<file path="src/rtl/imm_prefix_pkg.sv">
package imm_prefix_pkg;

   // How a prefix load is qualified.
   typedef enum logic {
      PFX_QUAL_STROBE = 1'b0,   // strobe alone loads
      PFX_QUAL_OPCODE = 1'b1    // strobe and matching opcode load
   } pfx_qual_e;

   localparam int unsigned DEF_INSTR_W = 16;
   localparam int unsigned DEF_WORD_W  = 16;
   localparam int unsigned DEF_FIELD_W = 5;
   localparam int unsigned DEF_OPC_W   = 5;

   // Fixed-width join of payload and field (both zero-padded by caller).
   function automatic logic [DEF_WORD_W-1:0] join_word(
      input logic [DEF_WORD_W-DEF_FIELD_W-1:0] hi,
      input logic [DEF_FIELD_W-1:0]            lo);
      return {hi, lo};
   endfunction

endpackage

</file>
<file path="src/rtl/imm_prefix_decode.sv">
module imm_prefix_decode
   import imm_prefix_pkg::*;
#(
   parameter int unsigned OPC_W    = DEF_OPC_W,
   parameter logic [OPC_W-1:0] OPC_VAL = '1,
   parameter pfx_qual_e   QUAL     = PFX_QUAL_OPCODE
) (
   input  logic [OPC_W-1:0] opc_i,
   input  logic             pfx_stb_i,
   output logic             load_o,
   output logic             opc_hit_o
);

   generate
      if (QUAL == PFX_QUAL_OPCODE) begin : g_opc
         assign opc_hit_o = (opc_i == OPC_VAL);
      end else begin : g_stb
         logic unused_opc;
         assign unused_opc = ^opc_i;
         assign opc_hit_o  = 1'b1;
      end
   endgenerate

   assign load_o = pfx_stb_i & opc_hit_o;

endmodule

</file>
<file path="src/rtl/imm_prefix_state.sv">
module imm_prefix_state #(
   parameter int unsigned PFX_W = 11
) (
   input  logic             clk,
   input  logic             rst_n,
   input  logic             load_i,
   input  logic             done_i,
   input  logic [PFX_W-1:0] payload_i,
   output logic [PFX_W-1:0] pfx_q_o,
   output logic             armed_o
);

   logic [PFX_W-1:0] pfx_q;
   logic             armed_q;

   always_ff @(posedge clk or negedge rst_n) begin
      if (!rst_n) begin
         pfx_q <= '0;
      end else if (load_i) begin
         pfx_q <= payload_i;
      end
   end

   always_ff @(posedge clk or negedge rst_n) begin
      if (!rst_n) begin
         armed_q <= 1'b0;
      end else if (load_i) begin
         armed_q <= 1'b1;
      end else if (done_i) begin
         armed_q <= 1'b0;
      end
   end

   assign pfx_q_o = pfx_q;
   assign armed_o = armed_q;

   // a load stores the payload and arms the flag
   p_load_arms_r3: assert property (@(posedge clk) disable iff (!rst_n)
      load_i |=> (armed_q && pfx_q == $past(payload_i)));

   // completion without a load disarms
   p_done_disarms_r5: assert property (@(posedge clk) disable iff (!rst_n)
      (done_i && !load_i) |=> !armed_q);

   // idle edges keep both flag and payload
   p_hold_r7: assert property (@(posedge clk) disable iff (!rst_n)
      (!done_i && !load_i) |=> ($stable(armed_q) && $stable(pfx_q)));

endmodule

</file>
<file path="src/rtl/imm_prefix_join.sv">
module imm_prefix_join #(
   parameter int unsigned FIELD_W = 5,
   parameter int unsigned PFX_W   = 11
) (
   input  logic [FIELD_W-1:0]       field_i,
   input  logic [PFX_W-1:0]         pfx_i,
   input  logic                     armed_i,
   output logic [PFX_W+FIELD_W-1:0] word_o
);

   logic [PFX_W-1:0] upper;

   always_comb begin
      upper = armed_i ? pfx_i : '0;
   end

   assign word_o = {upper, field_i};

   // without an armed prefix the word never exceeds the short range
   always_comb begin
      if (!armed_i) begin
         p_short_range_r2: assert (word_o < (1 << FIELD_W));
      end
   end

endmodule

</file>
<file path="src/rtl/imm_prefix_extender.sv">
module imm_prefix_extender
   import imm_prefix_pkg::*;
#(
   parameter int unsigned INSTR_W   = DEF_INSTR_W,
   parameter int unsigned WORD_W    = DEF_WORD_W,
   parameter int unsigned FIELD_W   = DEF_FIELD_W,
   parameter int unsigned FIELD_LSB = 0,
   parameter int unsigned OPC_W     = DEF_OPC_W,
   parameter int unsigned OPC_LSB   = 11,
   parameter int unsigned PAY_LSB   = 0,
   parameter logic [OPC_W-1:0] PFX_OPC = '1,
   parameter pfx_qual_e   QUAL      = PFX_QUAL_OPCODE
) (
   input  logic               clk,
   input  logic               rst_n,
   input  logic [INSTR_W-1:0] instr_i,
   input  logic               pfx_stb_i,
   input  logic               done_stb_i,
   output logic [WORD_W-1:0]  imm_o,
   output logic               ext_o
);

   localparam int unsigned PFX_W = WORD_W - FIELD_W;

   generate
      if (FIELD_W == 0 || FIELD_W >= WORD_W) begin : g_bad_field
         $error("field width must be between 1 and WORD_W-1");
      end
      if (FIELD_LSB + FIELD_W > INSTR_W) begin : g_bad_field_pos
         $error("immediate field runs past the instruction word");
      end
      if (PAY_LSB + PFX_W > INSTR_W) begin : g_bad_pay_pos
         $error("prefix payload runs past the instruction word");
      end
      if (OPC_LSB + OPC_W > INSTR_W) begin : g_bad_opc_pos
         $error("prefix opcode runs past the instruction word");
      end
   endgenerate

   logic             load;
   logic             opc_hit;
   logic [PFX_W-1:0] pfx_q;
   logic             armed;

   imm_prefix_decode #(
      .OPC_W   (OPC_W),
      .OPC_VAL (PFX_OPC),
      .QUAL    (QUAL)
   ) u_decode (
      .opc_i     (instr_i[OPC_LSB +: OPC_W]),
      .pfx_stb_i (pfx_stb_i),
      .load_o    (load),
      .opc_hit_o (opc_hit)
   );

   imm_prefix_state #(
      .PFX_W (PFX_W)
   ) u_state (
      .clk       (clk),
      .rst_n     (rst_n),
      .load_i    (load),
      .done_i    (done_stb_i),
      .payload_i (instr_i[PAY_LSB +: PFX_W]),
      .pfx_q_o   (pfx_q),
      .armed_o   (armed)
   );

   imm_prefix_join #(
      .FIELD_W (FIELD_W),
      .PFX_W   (PFX_W)
   ) u_join (
      .field_i (instr_i[FIELD_LSB +: FIELD_W]),
      .pfx_i   (pfx_q),
      .armed_i (armed),
      .word_o  (imm_o)
   );

   assign ext_o = armed;

   // a strobe with a foreign opcode and no completion changes nothing
   p_foreign_opc_r8: assert property (@(posedge clk) disable iff (!rst_n)
      (pfx_stb_i && !opc_hit && !done_stb_i)
         |=> ($stable(ext_o) && $stable(pfx_q)));

   // a load wins over a simultaneous completion
   p_load_priority_r9: assert property (@(posedge clk) disable iff (!rst_n)
      (load && done_stb_i) |=> ext_o);

endmodule

</file>
<file path="config.mk">
export PLATFORM = sky130hd
export DESIGN_NAME = imm_prefix_extender
export DESIGN_NICKNAME = d
export VERILOG_FILES = /design/src/rtl/imm_prefix_pkg.sv /design/src/rtl/imm_prefix_decode.sv /design/src/rtl/imm_prefix_state.sv /design/src/rtl/imm_prefix_join.sv /design/src/rtl/imm_prefix_extender.sv
export SDC_FILE = /design/constraint.sdc
export NUM_CORES = 1
export LEC_CHECK = 0
export BUFFER_PORTS_ARGS = -buffer_cell sky130_fd_sc_hd__clkbuf_2
export CORE_MARGIN = 2
export CORE_UTILIZATION = 33
export CTS_CLUSTER_SIZE = 10
export DETAILED_ROUTE_END_ITERATION = 16
export MAX_ROUTING_LAYER = met4
export PLACE_DENSITY = 0.65
export RECOVER_POWER = 50
export SKIP_CTS_REPAIR_TIMING = 1
export SYNTH_ARGS = -nofsm -noshare
export SYNTH_HDL_FRONTEND = slang
export SYNTH_SLANG_ARGS = --single-unit
</file>
<file path="constraint.sdc">
create_clock -name clk -period 1.7 [get_ports clk]
set_input_delay 0.17 -clock clk [delete_from_list [all_inputs] [get_ports clk]]
set_output_delay 0.17 -clock clk [all_outputs]
set_load 0.005 [all_outputs]
</file>
==> results <==
- The final count of pins violating max slew was 0.
- The flip-flop and latch count after synthesis is 12.
- The worst setup path is launched from an input port.
- STA puts the critical path data arrival time at 1.43 ns.
- In the final routed layout, each cell accounts on average for 11.2 um.
- The final critical-path share of the clock period is 75.1%.
- The part of the Yosys area used for sequential elements is 52.5%.
- Counting I/O delays and the setup requirement, the final critical path takes 1.28 ns.
- The number of DRC markers in iteration 0 is 0.
- Entering global routing, the biggest net connects 14 pins.
- The detailed router placed 441 vias in this run.
- The number of sinks on the clock net is 12.
- Input and output buffers added on the ports amount to 36.
- The total negative slack for setup checks is 0 ns.
- The type of the setup path with the least slack is input port to flop.
- The later-pin clock latency in the skew report is 0.26 ns.
- Yosys mapped the design onto 11 distinct sky130hd cell types.
- The total clock buffers created by CTS is 3.
- The proportion of layout cells with a drive suffix above 1 is 58.8%.
- The die is 45.6 um wide.
- The cell internal power dissipation is 528 uW.
- By count the netlist is led by dfrtp_1, and2_1, mux2_2.
- The worst vdd rail ir drop is 0.510 mV.
- Once placement finished, the instance area stood at 721 sq um.
- For this run, the top clock speed supported by timing is 0.784 GHz.
- The analysis attributes to net switching a power of 146 uW.
- The post-synthesis to final-layout area growth is 32.8%.
- The maximum number of buffers from clock root to sink is 2.
- In this run the vertical extent of the chip is 45.6 um.
- The cell sitting at the root of the clock tree is a clkbuf_4.
- The yosys synthesis warning count is 0.
- The first global-routing pass estimated 1.56 mm of wire.
- The maximum clock skew at final layout is 0 ns.
- The setup slack of the worst register-to-register path is 0.84 ns.
- The transition time of the tightest slew-check pin is 0.841 ns.
- The max-slew headroom at the worst pin is 43.7%.
- The most used flip-flop cell after synthesis is dfrtp_1.
- The finished cells cover 759 sq um.
- A synthesized cell averages 12.4 sq um.
- The flow ran to the end, and the final reports show no timing, DRC or antenna violations.
- Once the floorplan was initialized, standard cells occupied 34.2% of the core.
- Setup repair after global routing left no endpoint under its margin.
- The net count of the finished layout is 101.
- Ranked by total cell area, the synthesized netlist is headed by dfrtp_1, mux2_2, and2_1.
- In this run the standard cell core region covers 1670 sq um.
- The CTS H-tree depth is 1.
- The number of I/O pins is 37.
- The number of detailed-routing iterations run before antenna repair is 1.
- The number of nets with antenna violations after routing is 0.
- The number of global-route vias before repair came to 390.
- Counting flops with a built-in enable in the synthesized netlist gives 0.
- The routability congestion estimate from global placement is 0.646.
- Across the run, the number of max-cap violations was 0.
- The HPWL after detailed placement is 870 um.
- The sequential share of power is 53.5%.
- Global routing used 10.9% of the available tracks.
- The switching part of the total is 21.7%.
- The most frequent cell after synthesis is dfrtp_1.
- After synthesis the cells add up to 572 sq um.
- The number of endpoints failing setup at the final stage is 0.
- The power density normalized to cell area is 887 nW/um^2.
- The row count is 15.
- Synthesis produced a netlist with a net count of 66.
- The static leakage is 0.000409 uW.
- The initial antenna violation count is 0.
- The required time at the endpoint of the critical path is 1.85 ns.
- TritonCTS built the clock tree.
- For this block, the routed nets add up to 1.09 mm of wire.
- The library cell occupying the most area in the post-synthesis netlist is dfrtp_1.
- The clock share of power is 32.7%.
- Of the post-synthesis cell area, the dominant cell type holds 52.5%.
- The share of flip-flops with an asynchronous set or reset after synthesis is 100%.
- STA classifies the critical path endpoint as a flop.
- The number of endpoints with negative hold slack in the final report is 0.
- The repair_antennas step left the layout with diodes totalling 0.
- Synthesis produced 46 cells.
- The path type of the worst min-delay path is input port to flop.
- The maximum fanout along the worst path is 11.
- For this run, design rule violations remaining after detail routing come to 0.
- After clock tree synthesis, the clock-pin slew on the worst setup and hold paths is 0.07 ns.
- After detailed routing, the number of vias per cell comes to 4.55.
- Global routing finished with a remaining overflow of 0.
- The area of the die is 2080 sq um.
- The share of power burned in combinational logic is 13.7%.
-- worst max-delay path, stage by stage --
cell and delay [ns]:
clkbuf_2 0.08, nand4_1 0.10, nor2_1 0.66, mux2_2 0.42
-- routing by layer --
layer / global-route usage, % / part of all wire, % / vias up / routed length (um)
met2: 17.7 / 53 / 20 / 571
met3: 2.38 / 7.5 / 0 / 82
met5: - / 0 / - / 0
met4: 5.29 / 0 / 0 / 0
li1: - / - / 216 / -
met1: 12.7 / 40 / 205 / 433
-- logic make-up (layout without fill, tap and decap cells) --
| group | after synthesis | count (layout) | share of synthesized area [%] |
|---|---|---|---|
| and+or+nand+nor | 14 | 14 | 14.9 |
| muxes | 11 | 11 | 21.7 |
| DFF | 12 | 12 | 52.5 |
| buffers and inverters | 8 | 42 | 9.85 |
| AOI/OAI and AO/OA | 1 | 1 | 1.09 |
-- area by class of cell --
cell class,instances,area (sq um)
inverters,1,3.75
well taps,17,21.3
fillers,178,911
flip-flops and latches,12,300
multi-input cells,26,213
clock buffers,4,36.3
repair buffers,37,185
-- power by group through the flow --
| stage | combinational (uW) | clock (uW) | sequential, uW |
|---|---|---|---|
| finish | 92.6 | 220 | 361 |
| floorplan | 61.4 | 0 | 357 |
| global route | 103 | 241 | 367 |
| CTS | 94.9 | 230 | 361 |
| detailed placement | 94.8 | 0 | 367 |
| global placement | 89.5 | 0 | 364 |
-- flip-flops by register name (all words and copies together), names as in the netlist --
name and flops:
u_state.armed_o 1, u_state.pfx_q_o 11
-- stage by stage --
stage,setup slack [ns],hold WS [ns],total power (uW),instances,utilization (%)
6_report,0.424,0.0973,674,97,45.5
5_1_grt,0.295,0.0912,711,97,45.5
4_1_cts,0.407,-0.227,686,96,45.3
3_5_place_dp,0.330,0.0664,462,92,43.1
3_3_place_gp,0.366,0.0647,453,92,43.1
2_1_floorplan,0.692,-0.126,418,46,-
-- final timing paths --
| kind | cells after the start | from | endpoint |
|---|---|---|---|
| hold / removal | 2 | done_stb_i | u_state.armed_o$_DFFE_PN0P_ |
| hold reg to reg | 1 | u_state.pfx_q_o[1]$_DFFE_PN0P_ | u_state.pfx_q_o[1]$_DFFE_PN0P_ |
| setup / recovery | 4 | instr_i[15] | u_state.pfx_q_o[2]$_DFFE_PN0P_ |
| setup reg to reg | 2 | u_state.armed_o$_DFFE_PN0P_ | u_state.armed_o$_DFFE_PN0P_ |
| min in group asynchronous | 2 | rst_n | u_state.pfx_q_o[8]$_DFFE_PN0P_ |
| max in group asynchronous | 2 | rst_n | u_state.pfx_q_o[0]$_DFFE_PN0P_ |
-- cells in the final DEF (no fill, tap or decap) --
cell           instances
clkbuf_8               1
nand2_1                1
clkbuf_1               4
and2_1                11
dlygate4sd3_1          1
nand4_1                1
nor2_1                 1
mux2_2                11
clkbuf_4               3
o22ai_1                1
clkbuf_2              32
dfrtp_1               12
inv_1                  1
Power figures use the tool's default switching activity.
